### src/rtl/cmul_pkg.sv
package cmul_pkg;

    typedef enum logic {
        ARCH_FOUR  = 1'b0,
        ARCH_THREE = 1'b1
    } arch_e;

    typedef enum logic {
        RND_TRUNC = 1'b0,
        RND_CARRY = 1'b1
    } rnd_e;

    // enabled edges needed by the arithmetic itself
    localparam int unsigned PIPE_OPT = 3;

    typedef struct packed {
        logic clr;
        logic en;
    } pipe_ctl_t;

    function automatic int unsigned imax(input int unsigned a, input int unsigned b);
        return (a > b) ? a : b;
    endfunction

endpackage

### src/rtl/cmul_core.sv
module cmul_core
    import cmul_pkg::*;
#(
    parameter int unsigned A_W  = 16,
    parameter int unsigned B_W  = 16,
    parameter arch_e       ARCH = ARCH_FOUR,
    localparam int unsigned FW  = A_W + B_W + 1,
    localparam int unsigned PW  = A_W + B_W + 2
) (
    input  logic                  clk,
    input  pipe_ctl_t             ctl,
    input  logic signed [A_W-1:0] a_re,
    input  logic signed [A_W-1:0] a_im,
    input  logic signed [B_W-1:0] b_re,
    input  logic signed [B_W-1:0] b_im,
    input  logic                  cy,
    output logic signed [FW-1:0]  re_sum,
    output logic signed [FW-1:0]  im_sum,
    output logic                  cy_d
);

    logic [1:0] cy_q;

    always_ff @(posedge clk) begin
        if (ctl.clr)     cy_q <= '0;
        else if (ctl.en) cy_q <= {cy_q[0], cy};
    end
    assign cy_d = cy_q[1];

    generate
        if (ARCH == ARCH_THREE) begin : g_three
            logic signed [A_W-1:0] ar_q, ai_q;
            logic signed [B_W-1:0] br_q;
            logic signed [A_W:0]   sa_q;
            logic signed [B_W:0]   sb_q, db_q;
            logic signed [PW-1:0]  p0_q, p1_q, p2_q;

            always_ff @(posedge clk) begin
                if (ctl.clr) begin
                    ar_q <= '0; ai_q <= '0; br_q <= '0;
                    sa_q <= '0; sb_q <= '0; db_q <= '0;
                end else if (ctl.en) begin
                    ar_q <= a_re;
                    ai_q <= a_im;
                    br_q <= b_re;
                    sa_q <= (A_W+1)'(a_re) + (A_W+1)'(a_im);
                    sb_q <= (B_W+1)'(b_re) + (B_W+1)'(b_im);
                    db_q <= (B_W+1)'(b_im) - (B_W+1)'(b_re);
                end
            end

            always_ff @(posedge clk) begin
                if (ctl.clr) begin
                    p0_q <= '0; p1_q <= '0; p2_q <= '0;
                end else if (ctl.en) begin
                    p0_q <= PW'(br_q) * PW'(sa_q);
                    p1_q <= PW'(ai_q) * PW'(sb_q);
                    p2_q <= PW'(ar_q) * PW'(db_q);
                end
            end

            assign re_sum = FW'(p0_q - p1_q);
            assign im_sum = FW'(p0_q + p2_q);


            three_preadd_chk: assert property (@(posedge clk) disable iff (ctl.clr)
                sa_q == (A_W+1)'(ar_q) + (A_W+1)'(ai_q));
        end else begin : g_four
            logic signed [A_W-1:0] ar_q, ai_q;
            logic signed [B_W-1:0] br_q, bi_q;
            logic signed [PW-1:0]  p0_q, p1_q, p2_q, p3_q;

            always_ff @(posedge clk) begin
                if (ctl.clr) begin
                    ar_q <= '0; ai_q <= '0; br_q <= '0; bi_q <= '0;
                end else if (ctl.en) begin
                    ar_q <= a_re; ai_q <= a_im; br_q <= b_re; bi_q <= b_im;
                end
            end

            always_ff @(posedge clk) begin
                if (ctl.clr) begin
                    p0_q <= '0; p1_q <= '0; p2_q <= '0; p3_q <= '0;
                end else if (ctl.en) begin
                    p0_q <= PW'(ar_q) * PW'(br_q);
                    p1_q <= PW'(ai_q) * PW'(bi_q);
                    p2_q <= PW'(ar_q) * PW'(bi_q);
                    p3_q <= PW'(ai_q) * PW'(br_q);
                end
            end

            assign re_sum = FW'(p0_q - p1_q);
            assign im_sum = FW'(p2_q + p3_q);
        end
    endgenerate

endmodule

### src/rtl/cmul_round.sv
module cmul_round
    import cmul_pkg::*;
#(
    parameter int unsigned FW      = 33,
    parameter int unsigned OUT_MSB = 32,
    parameter int unsigned OUT_LSB = 0,
    parameter rnd_e        RND     = RND_TRUNC,
    localparam int unsigned OW     = OUT_MSB - OUT_LSB + 1,
    localparam int unsigned EW     = imax(FW, OUT_MSB + 1) + 1
) (
    input  logic signed [FW-1:0] x,
    input  logic                 cy,
    output logic [OW-1:0]        y
);

    logic signed [EW-1:0] xe, bias, tot;
    logic                 unused_tot;

    assign xe = EW'(x);

    generate
        if (RND == RND_CARRY && OUT_LSB > 0) begin : g_carry
            localparam logic [EW-1:0] HALF_M1 = (EW'(1) << (OUT_LSB - 1)) - EW'(1);
            assign bias = $signed(HALF_M1 + {{(EW-1){1'b0}}, cy});
        end else begin : g_plain
            logic unused_cy;
            assign unused_cy = cy;
            assign bias = '0;
        end
    endgenerate

    assign tot        = xe + bias;
    assign y          = tot[OUT_MSB:OUT_LSB];
    assign unused_tot = ^tot;

endmodule

### src/rtl/cmul_delay.sv
module cmul_delay
    import cmul_pkg::*;
#(
    parameter int unsigned W     = 66,
    parameter int unsigned DEPTH = 0
) (
    input  logic         clk,
    input  pipe_ctl_t    ctl,
    input  logic [W-1:0] d,
    output logic [W-1:0] q
);

    generate
        if (DEPTH == 0) begin : g_pass
            logic unused_pass;
            assign unused_pass = ^{clk, ctl};
            assign q = d;
        end else begin : g_regs
            logic [W-1:0] st [DEPTH];
            for (genvar i = 0; i < int'(DEPTH); i++) begin : g_st
                if (i == 0) begin : g_head
                    always_ff @(posedge clk) begin
                        if (ctl.clr)     st[0] <= '0;
                        else if (ctl.en) st[0] <= d;
                    end
                end else begin : g_tail
                    always_ff @(posedge clk) begin
                        if (ctl.clr)     st[i] <= '0;
                        else if (ctl.en) st[i] <= st[i-1];
                    end

                    hop_chk: assert property (@(posedge clk) disable iff (ctl.clr)
                        ctl.en |=> st[i] == $past(st[i-1]));
                end
            end
            assign q = st[DEPTH-1];
        end
    endgenerate

endmodule

### src/rtl/cplx_mult.sv
module cplx_mult
    import cmul_pkg::*;
#(
    parameter int unsigned A_W         = 16,
    parameter int unsigned B_W         = 16,
    parameter arch_e       ARCH        = ARCH_FOUR,
    parameter int unsigned OUT_MSB     = A_W + B_W,
    parameter int unsigned OUT_LSB     = 0,
    parameter rnd_e        RND         = RND_TRUNC,
    parameter bit          CLR_OVER_EN = 1'b1,
    parameter int unsigned LATENCY     = PIPE_OPT,
    localparam int unsigned FW         = A_W + B_W + 1,
    localparam int unsigned OW         = OUT_MSB - OUT_LSB + 1,
    localparam int unsigned PAD        = LATENCY - PIPE_OPT
) (
    input  logic                  clk,
    input  logic                  clk_en,
    input  logic                  sync_clr,
    input  logic                  rnd_carry,
    input  logic signed [A_W-1:0] a_re,
    input  logic signed [A_W-1:0] a_im,
    input  logic signed [B_W-1:0] b_re,
    input  logic signed [B_W-1:0] b_im,
    output logic [OW-1:0]         p_re,
    output logic [OW-1:0]         p_im
);

    pipe_ctl_t            ctl;
    logic signed [FW-1:0] re_sum, im_sum;
    logic                 cy_d;
    logic [OW-1:0]        re_rnd, im_rnd;
    logic [OW-1:0]        re_q, im_q;

    assign ctl.en  = clk_en;
    assign ctl.clr = sync_clr & (CLR_OVER_EN | clk_en);

    cmul_core #(.A_W(A_W), .B_W(B_W), .ARCH(ARCH)) u_core (
        .clk(clk), .ctl(ctl),
        .a_re(a_re), .a_im(a_im), .b_re(b_re), .b_im(b_im),
        .cy(rnd_carry), .re_sum(re_sum), .im_sum(im_sum), .cy_d(cy_d)
    );

    cmul_round #(.FW(FW), .OUT_MSB(OUT_MSB), .OUT_LSB(OUT_LSB), .RND(RND)) u_rnd_re (
        .x(re_sum), .cy(cy_d), .y(re_rnd)
    );

    cmul_round #(.FW(FW), .OUT_MSB(OUT_MSB), .OUT_LSB(OUT_LSB), .RND(RND)) u_rnd_im (
        .x(im_sum), .cy(cy_d), .y(im_rnd)
    );

    always_ff @(posedge clk) begin
        if (ctl.clr) begin
            re_q <= '0;
            im_q <= '0;
        end else if (ctl.en) begin
            re_q <= re_rnd;
            im_q <= im_rnd;
        end
    end

    cmul_delay #(.W(2*OW), .DEPTH(PAD)) u_pad (
        .clk(clk), .ctl(ctl), .d({re_q, im_q}), .q({p_re, p_im})
    );


    stall_hold_chk: assert property (@(posedge clk) disable iff (sync_clr)
        !clk_en |=> ($stable(p_re) && $stable(p_im)));


    clear_zero_chk: assert property (@(posedge clk)
        (sync_clr && (CLR_OVER_EN || clk_en)) |=> (p_re == '0 && p_im == '0));

endmodule

### config.mk
export PLATFORM = sky130hd
export DESIGN_NAME = cplx_mult
export DESIGN_NICKNAME = d
export VERILOG_FILES = /design/src/rtl/cmul_pkg.sv /design/src/rtl/cmul_core.sv /design/src/rtl/cmul_round.sv /design/src/rtl/cmul_delay.sv /design/src/rtl/cplx_mult.sv
export SDC_FILE = /design/constraint.sdc
export NUM_CORES = 2
export LEC_CHECK = 0
export BUFFER_PORTS_ARGS = -buffer_cell sky130_fd_sc_hd__buf_2
export CORE_ASPECT_RATIO = 0.6
export CORE_MARGIN = 3
export CORE_UTILIZATION = 58
export DETAILED_ROUTE_END_ITERATION = 8
export PLACE_DENSITY = 0.75
export SLEW_MARGIN = 20
export SYNTH_ARGS = -nofsm -noshare
export SYNTH_HDL_FRONTEND = slang
export SYNTH_SLANG_ARGS = --single-unit
### constraint.sdc
create_clock -name clk -period 6.71 [get_ports clk]
set_input_delay 0.3355 -clock clk [delete_from_list [all_inputs] [get_ports clk]]
set_output_delay 0.3355 -clock clk [all_outputs]
set_load 0.05 [all_outputs]
==> summary by stage <==
Logic synthesis
The mean instance size in the synthesized netlist is 8.95 µm². During synthesis, Yosys emitted a total of 0 warnings. In the synthesized netlist, mux cells make up 2.48% of the area.

The number of enable-type register cells in the synthesized netlist is 0. The sequential share of the synthesized area is 10.1%. Among all flip-flop cells after synthesis, the most frequent one is dfxtp_1. The share of synthesized registers carrying an async set or reset is 0%. The fraction of the mapped netlist area in simple logic gates is 15.4%. The synthesized netlist devotes 7.93% of its cell area to compound gates. The register bit count reported by yosys is 258.

Summing the areas of all fa, ha and maj instances in the mapped netlist gives 50.5% of the synthesized area. The unique cell type count in the Yosys netlist is 76. The number of instances in the synthesized netlist is 5731. The number of nets handed over by synthesis was 7241. Of the total synthesized cell area, the portion taken by XOR and XNOR cells is 2.75%. After synthesis, the largest family of logic cells by area is adder cells.

The cell area after synthesis is 51300 µm².

Floorplan
The initial utilization of the core area, before any placement, comes to 59.2%. The floorplan die height is 236 µm. The floorplan step set the die width to 390 µm.

During I/O placement, the number of pins put on the boundary was 134. The floorplan step defined a die boundary enclosing 92200 µm². After floorplanning, the core was divided into 83 placement rows. In this run the standard cell core region covers 86600 µm².

Place
The total half-perimeter wirelength after legalization and detailed placement is 109000 µm. The total of buffers placed on input and output ports is 132. The congestion estimate from routability-driven global placement came to 0.934.

The placement-stage cell area is 54500 µm². The placed instance count is 6945.

Clocking
The clock input transition at the sequential cells of the worst setup and hold paths is 0.07 ns. The cell at the root of the clock tree is clkbuf_16. In this run the deepest clock path goes through 3 buffers. The clock latency on the worst-skew pair is 0.64 ns. Clock tree synthesis found a total of 258 sinks. Clock tree synthesis inserted a total of 31 buffers. The post-CTS setup-driven buffer insertion count is 0. The deepest level of the CTS H-tree is 1. TritonCTS built the clock tree.

Detailed routing
Before antenna repair, the detailed router went through 6 iterations. After detailed routing, the average wire length per cell comes to 20.2 µm. The routed design has 143000 µm of wire. Detailed routing inserted a total of 40050 vias.

The per-cell via count in the routed design is 5.67. The detailed router finished its first iteration with 3847 violations. Once detail routing completed, the nets flagged for antenna violations numbered 0. In the routed design, unresolved DRC markers number 0.

GRT
The remaining global-route overflow is 0. The wire length of the first global-routing pass is 229000 µm. The total global-route track usage is 31.9%. Entering global routing, the biggest net connects 77 pins. The via count of the first global-routing pass is 40227.

The initial antenna violation count came to 2.

Power and ir drop
The analysis attributes to cell leakage a power of 28.9 nW. The power per unit of standard cell area is 169 nW/µm². Total power for the finished layout comes to 9.48 mW. Across the VDD grid, the largest voltage drop is 211 µV.

Worst hold path
The worst min-delay path category is input pin to register. The worst hold path begins at a_im[14].

Timing
The worst path in the final design needs a cycle of 6.53 ns, including I/O delays and setup. The final hold violation count is 0. Setup repair after global routing left no endpoint under its margin. The worst pin sits at a relative slew slack of 28.4%.

At the pin with the least slew margin, the transition time is 1.07 ns. The count of final max-slew check failures is 0. Setup violations remaining at the end of the flow were counted as 0. The worst hold-check slack is 0.0233 ns. The share of the clock period used by the worst path is 97.3%.

The clock tree skew after final layout is 0.0175 ns. The upper clock frequency limit is 153 MHz.

Worst setup path
The reg-to-reg critical path startpoint is u_core.g_four.ar_q[7]$_SDFFE_PP0P_. The required arrival time at the worst endpoint is 7.21 ns. The worst setup path is launched from a register. The worst setup slack for register-to-register paths is 0.18 ns. The type of element capturing the critical path is a register. Data arrives at the worst endpoint at 7.03 ns. The category of the critical setup timing path is register to register. In this run the worst setup path begins at u_core.g_four.ar_q[7]$_SDFFE_PP0P_.

The biggest fanout along the worst timing path is 10.

Final layout
Once layout is done, the placed cells without fillers occupy 56200 µm². The post-route non-filler standard cell count is 7068. The number of fillers in the final layout is 7074.

The area growth from synthesis to layout is 9.56%. The fraction of layout cells with a size suffix above 1 is 7.25%. In the final design database the tool counted 7404 nets.

Job
The tool flagged a number of max-cap violations equal to 0.

Status
The run finished with clean final reports.
## power by group
group          internal (mW)  leakage (nW)  switching, mW
logic                   2.16          26.3           3.48
clock network           1.00         0.517          0.855
registers               1.78          2.12          0.207
## repair_timing
item,4_1_cts,5_1_grt
setup endpoints to repair,1,19
endpoints found under the hold margin,63,0
hold buffers,63,0
resized for setup,1,10
gates cloned,0,0
## routing by layer
metal	vias up	track usage, %	wire length [µm]
met5	-	0.987	128
met4	2	8.78	5090
met3	224	7.98	18000
met2	2142	43.6	57100
met1	19920	49.6	62300
li1	17762	-	-
## metrics by stage
stage	setup TNS [ns]	util [%]	setup WS, ns
finish	0	64.9	0.182
floorplan	0	-	0.552
CTS	0	64.9	0.143
detailed placement	-0.00820	62.9	-0.00820
global placement	0	62.9	0.114
global route	0	64.9	0.000624
## final timing paths
kind,to,cells past startpoint
worst max-delay path,u_core.g_four.p0_q[26]$_SDFFE_PP0P_,23
worst min-delay path,u_core.g_four.ai_q[14]$_SDFFE_PP0P_,3
worst max register to register,u_core.g_four.p0_q[26]$_SDFFE_PP0P_,23
worst min register to register,re_q[30]$_SDFFE_PP0P_,2
## layout make-up
cell class              instances  area (µm²)  share of cell area, %
diodes                          2        5.00                0.00890
clock buffers                  37         858                   1.53
clock inverters                21         206                  0.367
inverters                    1217        4570                   8.13
multi-input cells            3993       40600                   72.3
flip-flops and latches        258        5170                   9.20
well taps                    1147        1440                   2.55
repair buffers                393        3340                   5.95
## cell families after synthesis
family          count (synthesis)
buf+inv                      1480
mux                           127
fa+ha+maj                    1442
simple gates                 1635
xor+xnor                      161
compound gates                628
flops                         258
## state kept, by name, summed over array words and instances, names as in the netlist
signal              cells
u_core.g_four.p0_q     32
u_core.g_four.br_q     16
u_core.g_four.ai_q     16
u_core.g_four.ar_q     16
u_core.g_four.p3_q     32
u_core.g_four.bi_q     16
u_core.g_four.p2_q     32
re_q                   33
im_q                   33
u_core.g_four.p1_q     32
## cells in the final DEF, fill, tap and decap left out, types with 11 or more instances in the layout
master         synthesis  routed
nor3_1                41      40
fa_1                1050    1049
and3_1                20      20
dfxtp_1              258     254
or3_1                 16      16
clkbuf_16              0      31
ha_1                 392     392
nor2b_1               15      15
nand4_1               15      15
a21o_1                53      53
nand3_1               49      49
o21ai_1               10      11
nand2b_1              31      30
a21oi_1              181     181
xnor2_1              113     113
nand2_1              607     607
and2_1               504     504
inv_1               1217    1216
a31oi_1               19      19
buf_2                  2     130
xor2_1                48      48
dlygate4sd3_1          0      63
o21a_1                38      38
a211oi_1              41      41
buf_4                  0     154
o211ai_1              12      12
nor2_1               292     290
mux2i_1              126     126
buf_12                 0      44
o21ai_0              141     140
o21bai_1              21      21
## cell usage after synthesis (all sizes together), types with 42 or more instances
cell type  number  area share [%]
mux2i         126             2.5
nand3          49            0.48
fa           1050              41
xnor2         113             1.9
a21o           53            0.78
o21ai         151             1.5
dfxtp         258              10
nand2         607             4.4
nor2          292             2.1
a21oi         182             1.8
clkbuf        250             1.8
and2          504             6.1
ha            392             9.6
inv          1217             8.9
xor2           48            0.82
a211oi         42            0.62
## critical path, cell delays in order, from the launching register on
cell and delay [ns]:
dfxtp_1 0.60, buf_4 0.28, nand2_1 0.10, fa_1 0.54
inv_1 0.06, fa_1 0.49, inv_1 0.06, fa_1 0.55
inv_1 0.05, fa_1 0.50, fa_1 0.52, inv_1 0.05
fa_1 0.47, inv_1 0.05, ha_1 0.30, and3_1 0.21
a21oi_1 0.12, o21ai_0 0.10, a31oi_1 0.22, buf_4 0.22
o21ai_1 0.18, a311oi_1 0.36, xor2_1 0.25, o21ai_0 0.10
Note: power is estimated with default switching activity, not from simulation.
